==> config.mk <==
export PLATFORM = sky130hd
export DESIGN_NAME = txstat_collector
export DESIGN_NICKNAME = d
export VERILOG_FILES = /design/src/rtl/txstat_pkg.sv /design/src/rtl/txstat_sat_counter.sv /design/src/rtl/txstat_scan.sv /design/src/rtl/txstat_restart.sv /design/src/rtl/txstat_collector.sv
export SDC_FILE = /design/constraint.sdc
export NUM_CORES = 1
export LEC_CHECK = 0
export BUFFER_PORTS_ARGS = -buffer_cell sky130_fd_sc_hd__buf_4
export CORE_MARGIN = 8
export CORE_UTILIZATION = 42
export DETAILED_ROUTE_END_ITERATION = 10
export GPL_ROUTABILITY_DRIVEN = 0
export PLACE_DENSITY = 0.66
export SYNTH_ARGS = -nofsm -noshare
export SYNTH_HDL_FRONTEND = slang
export SYNTH_SLANG_ARGS = --single-unit
==> constraint.sdc <==
create_clock -name clk -period 2.3 [get_ports clk]
set_input_delay 0.46 -clock clk [delete_from_list [all_inputs] [get_ports clk]]
set_output_delay 0.46 -clock clk [all_outputs]
set_load 0.05 [all_outputs]
==> src/rtl/txstat_pkg.sv <==
package txstat_pkg;
   localparam int NUM_EV    = 6;
   localparam int OWN_BIT   = 15;
   localparam int RETRY_LSB = 2;
   localparam int RETRY_W   = 4;

   typedef enum logic [2:0] {
      EV_DEFER   = 3'd0,
      EV_HBEAT   = 3'd1,
      EV_LATECOL = 3'd2,
      EV_RTYLIM  = 3'd3,
      EV_UNDERRN = 3'd4,
      EV_CRSLOSS = 3'd5
   } ev_e;

   // bit position of each event flag in the status word, by ev_e index
   function automatic int ev_pos(input int idx);
      case (idx)
         0:       return 9;
         1:       return 8;
         2:       return 7;
         3:       return 6;
         4:       return 1;
         default: return 0;
      endcase
   endfunction

   // events that demand a transmitter restart
   function automatic bit ev_fatal(input int idx);
      return (idx == int'(EV_LATECOL)) || (idx == int'(EV_RTYLIM)) ||
             (idx == int'(EV_UNDERRN));
   endfunction
endpackage

==> src/rtl/txstat_sat_counter.sv <==
module txstat_sat_counter #(
   parameter int CNT_W = 32,
   parameter int INC_W = 1
) (
   input  logic             clk,
   input  logic             rst_n,
   input  logic             clr,
   input  logic             inc_en,
   input  logic [INC_W-1:0] inc,
   output logic [CNT_W-1:0] count
);
   localparam logic [CNT_W-1:0] MAX_VAL = '1;

   logic [CNT_W:0] sum;

   if (INC_W > CNT_W) begin : g_bad_width
      $error("txstat_sat_counter: INC_W must not exceed CNT_W");
   end

   always_comb begin
      sum = {1'b0, count} + {{(CNT_W + 1 - INC_W){1'b0}}, inc};
   end

   always_ff @(posedge clk or negedge rst_n) begin
      if (!rst_n) begin
         count <= '0;
      end else if (clr) begin
         count <= '0;
      end else if (inc_en) begin
         count <= sum[CNT_W] ? MAX_VAL : sum[CNT_W-1:0];
      end
   end
endmodule

==> src/rtl/txstat_scan.sv <==
module txstat_scan
   import txstat_pkg::*;
#(
   parameter int STAT_W = 16
) (
   input  logic               clk,
   input  logic               rst_n,
   input  logic               desc_valid,
   input  logic [STAT_W-1:0]  desc_status,
   input  logic               batch_end,
   output logic               retire,
   output logic [NUM_EV-1:0]  ev_hit,
   output logic [RETRY_W-1:0] retry_cnt,
   output logic               fatal_hit
);
   logic stopped;
   logic fatal_mask [NUM_EV];

   always_comb begin
      retire    = desc_valid && !desc_status[OWN_BIT] && !stopped;
      retry_cnt = desc_status[RETRY_LSB +: RETRY_W];
   end

   for (genvar i = 0; i < NUM_EV; i++) begin : g_ev
      assign ev_hit[i]     = retire && desc_status[ev_pos(i)];
      assign fatal_mask[i] = ev_fatal(i) ? ev_hit[i] : 1'b0;
   end

   always_comb begin
      fatal_hit = 1'b0;
      for (int i = 0; i < NUM_EV; i++) begin
         fatal_hit = fatal_hit | fatal_mask[i];
      end
   end

   always_ff @(posedge clk or negedge rst_n) begin
      if (!rst_n) begin
         stopped <= 1'b0;
      end else if (batch_end) begin
         stopped <= 1'b0;
      end else if (desc_valid && desc_status[OWN_BIT]) begin
         stopped <= 1'b1;
      end
   end
endmodule

==> src/rtl/txstat_restart.sv <==
module txstat_restart (
   input  logic clk,
   input  logic rst_n,
   input  logic fatal_hit,
   input  logic batch_end,
   output logic restart_req
);
   logic pending;

   always_ff @(posedge clk or negedge rst_n) begin
      if (!rst_n) begin
         pending     <= 1'b0;
         restart_req <= 1'b0;
      end else begin
         restart_req <= batch_end && (pending || fatal_hit);
         pending     <= batch_end ? 1'b0 : (pending || fatal_hit);
      end
   end
endmodule

==> src/rtl/txstat_collector.sv <==
module txstat_collector
   import txstat_pkg::*;
#(
   parameter int CNT_W  = 32,
   parameter int STAT_W = 16
) (
   input  logic              clk,
   input  logic              rst_n,
   input  logic              clr,
   input  logic              desc_valid,
   input  logic [STAT_W-1:0] desc_status,
   input  logic              batch_end,
   output logic [CNT_W-1:0]  cnt_defer,
   output logic [CNT_W-1:0]  cnt_hbeat,
   output logic [CNT_W-1:0]  cnt_latecol,
   output logic [CNT_W-1:0]  cnt_rtylim,
   output logic [CNT_W-1:0]  cnt_underrun,
   output logic [CNT_W-1:0]  cnt_crsloss,
   output logic [CNT_W-1:0]  retry_total,
   output logic              restart_req
);
   if (STAT_W != 16) begin : g_bad_stat
      $error("txstat_collector: status word must be 16 bits");
   end
   if (CNT_W <= RETRY_W) begin : g_bad_cnt
      $error("txstat_collector: CNT_W must exceed the retry field width");
   end

   logic               retire;
   logic [NUM_EV-1:0]  ev_hit;
   logic [RETRY_W-1:0] retry_cnt;
   logic               fatal_hit;
   logic [CNT_W-1:0]   ev_count [NUM_EV];

   txstat_scan #(.STAT_W(STAT_W)) u_scan (
      .clk        (clk),
      .rst_n      (rst_n),
      .desc_valid (desc_valid),
      .desc_status(desc_status),
      .batch_end  (batch_end),
      .retire     (retire),
      .ev_hit     (ev_hit),
      .retry_cnt  (retry_cnt),
      .fatal_hit  (fatal_hit)
   );

   for (genvar i = 0; i < NUM_EV; i++) begin : g_evcnt
      txstat_sat_counter #(.CNT_W(CNT_W), .INC_W(1)) u_cnt (
         .clk   (clk),
         .rst_n (rst_n),
         .clr   (clr),
         .inc_en(ev_hit[i]),
         .inc   (1'b1),
         .count (ev_count[i])
      );
   end

   txstat_sat_counter #(.CNT_W(CNT_W), .INC_W(RETRY_W)) u_retry (
      .clk   (clk),
      .rst_n (rst_n),
      .clr   (clr),
      .inc_en(retire),
      .inc   (retry_cnt),
      .count (retry_total)
   );

   txstat_restart u_restart (
      .clk        (clk),
      .rst_n      (rst_n),
      .fatal_hit  (fatal_hit),
      .batch_end  (batch_end),
      .restart_req(restart_req)
   );

   assign cnt_defer    = ev_count[EV_DEFER];
   assign cnt_hbeat    = ev_count[EV_HBEAT];
   assign cnt_latecol  = ev_count[EV_LATECOL];
   assign cnt_rtylim   = ev_count[EV_RTYLIM];
   assign cnt_underrun = ev_count[EV_UNDERRN];
   assign cnt_crsloss  = ev_count[EV_CRSLOSS];
endmodule

==> metrics.cfg <==
[global_route]
grt_pass1_vias = 12500
grt_first_pass_wirelength_mm = 68.2
gr-usage-all-layers = 0.227
grt_max_degree = 67
antenna_found_initial = 2
overflow = 0

[logic_synthesis]
synth_edf_count = 0
synthCells = 1367
ys_types = 73
synthFlopType = dfrtp_1
async_flop_share = 1.00
syn_nets = 1399
synth_top_area_share = 0.454
synth_seq_cells = 227
synth_area_um2 = 12500
synth.top_cells.by_area = dfrtp_1 45%, nor3_1 4.6%, a31oi_1 4.2%
yosys.area.top_type = dfrtp_1
yosysWarningCount = 0
yosysSeqAreaShare = 0.454
syn_area_per_cell_um2 = 9.15

[critical_path]
crit_path_max_fanout = 4
cp-end-kind = register
arrival_ns = 2.65
reg2regPathDepth = 8
reg2reg_from = u_retry.count[0]
path_class = reg2reg
r2r_end = u_retry.count[31]
cp-start-kind = register
worstPathRequired_ns = 2.73
ff2ff_setup_slack_ns = 0.08

[timing]
period_share = 0.964
period_minus_slack_ns = 2.22
worst_pin_slew_ns = 0.843
hold_viol = 0
setup_viol = 0
max_slew_margin = 0.438
fmax_mhz = 451
finalMaxSlewViolations = 0
finClkSkew_ns = 0.0160
setup_tns_ns = 0

[routing]
viasPerCell = 6.11
routed_wl_mm = 41.9
firstDrtPassIters = 5
num_vias = 13000
drtIter0Drc = 1148
wl_per_cell_um = 19.7
route.detailed.drc = 0
ant_nets = 0

[cts]
h-tree-depth = 1
cts_tree = built
cts.sinks = 227
clk_pin_slew_ns = 0.06
clockBufferDepth = 3
post_cts_buffers = 0
clock-root-buffer = clkbuf_16
cts_made_buffers = 28
clock_latency_ns = 0.55

[min_path]
worstHoldEndpoint = u_scan.stopped
hold_class = in2reg
hold_start = batch_end
min_delay_path_depth = 2

[final_layout]
ff_latch_area_um2 = 5750
multiInputGateArea_um2 = 6590
utilization = 0.571
final_net_count = 1743
num-fill-cells = 2632
drive_gt1_frac = 0.317
synthToLayoutAreaGrowth_pct = 34.6

[place]
port_buffers = 240
post-dp-hpwl_mm = 29.9

[floorplan]
fp.dieH_um = 189
rows = 63
die-area_um2 = 35500
start_util = 0.424
core_um2 = 29500
ios = 246
die_w_um = 189

[pwr]
p_per_area_nw_per_um2 = 530
p_leak_nw = 7.27
vdd_ir_drop_max_mv = 0.484

[job]
maxCapViolCount = 0

[run_status]
status = finished clean

[sequential cells by signal, summed over array words and instances (netlist names)]
register and flops:
u_restart.restart_req 1, u_scan.stopped 1, g_evcnt.u_cnt.count 192, u_restart.pending 1
u_retry.count 32
[synthesized netlist by cell type (all sizes together), types with 47 or more instances]
library cell    n
dfrtp         227
nor3          132
nor2          131
a31oi          83
a21oi          78
nand3          75
o21ai          65
nand2          58
clkbuf         52
and3           49
and4           48
a211oi         47
[cell usage in the layout (no fill, tap or decap), types with 15 or more instances in the layout]
| cell | instances |
|---|---|
| and4_1 | 45 |
| buf_4 | 382 |
| nand4_1 | 40 |
| a211oi_1 | 45 |
| nor3_2 | 16 |
| clkbuf_16 | 29 |
| nand3_1 | 74 |
| nor3_1 | 112 |
| a311oi_1 | 37 |
| dfrtp_2 | 57 |
| inv_1 | 19 |
| o21ai_0 | 65 |
| a41oi_1 | 15 |
| dfrtp_1 | 170 |
| a31oi_1 | 83 |
| a21oi_1 | 78 |
| and3_1 | 49 |
| nand2_1 | 57 |
| nor2_1 | 129 |
| and2_1 | 15 |
| nor4_1 | 35 |
[area by class of cell]
| type | instances | share of cell area |
|---|---|---|
| Antenna cell | 1 | 0.000149 |
| Clock inverter | 6 | 0.00208 |
| Sequential cell | 227 | 0.342 |
| Inverter | 20 | 0.00446 |
| Tap cell | 390 | 0.0290 |
| Clock buffer | 46 | 0.0529 |
| Multi-Input combinational cell | 1045 | 0.392 |
| Timing Repair Buffer | 389 | 0.178 |
[metrics by stage]
stage          instance area (µm²)  total power [mW]  hold slack (ns)  instances  worst slack, ns
2_1_floorplan                12600              4.33            0.164       1367          -0.0110
3_3_place_gp                 15800              4.61            0.446       2070           -0.137
3_5_place_dp                 15800              4.61            0.452       2070           -0.169
4_1_cts                      16700              9.00           0.0884       2123           0.0353
5_1_grt                      16800              9.23           0.0970       2124         -0.00485
6_report                     16800              8.91            0.109       2124           0.0818
[routing by layer]
metal / GRT usage / vias up / routed length, µm
met1: 0.306 / 6379 / 18400
met2: 0.362 / 458 / 19700
met3: 0.0453 / 68 / 2660
met5: 0 / - / 10
met4: 0.0673 / 2 / 1050
li1: - / 6071 / -
[power breakdown]
part,switching [mW],total (mW),internal (mW)
combinational,0.356,0.509,0.154
clock,1.75,4.37,2.62
sequential,0.0198,4.03,4.02
[logic make-up after synthesis]
logic type	count (synthesis)	synth area share
adder cells (fa/ha/maj)	11	0.0116
buffers and inverters	95	0.0319
flip-flops	227	0.454
multiplexers	2	0.00160
AO/OA/AOI/OAI	370	0.195
XOR/XNOR	4	0.00280
AND/OR/NAND/NOR	658	0.303
[how the worst max path moves through the flow]
stage,from,end,slack (ns),cells after the start
after floorplan,g_evcnt[0].u_cnt.count[0],g_evcnt[0].u_cnt.count[18],-0.01,7
after global placement,desc_status[2],u_retry.count[27],-0.14,10
after detailed placement,desc_status[2],u_retry.count[10],-0.17,8
after CTS,u_retry.count[0],u_retry.count[16],0.04,7
after global routing,g_evcnt[4].u_cnt.count[4],g_evcnt[4].u_cnt.count[13],-0.005,5
final,u_retry.count[0],u_retry.count[31],0.08,8
[what timing repair did]
item	CTS	global route
endpoints found under the setup margin	0	43
endpoints found under the hold margin	54	0
gates resized for setup	0	21
hold buffers	1	0
[critical path: stages (launching register included)]
cell	delay, ns
dfrtp_2	0.40
ha_2	0.19
fa_2	0.40
a211oi_2	0.29
nor2_2	0.09
buf_4	0.15
and4_4	0.18
buf_4	0.14
o31a_1	0.26
(Power assumes the default switching activity.)
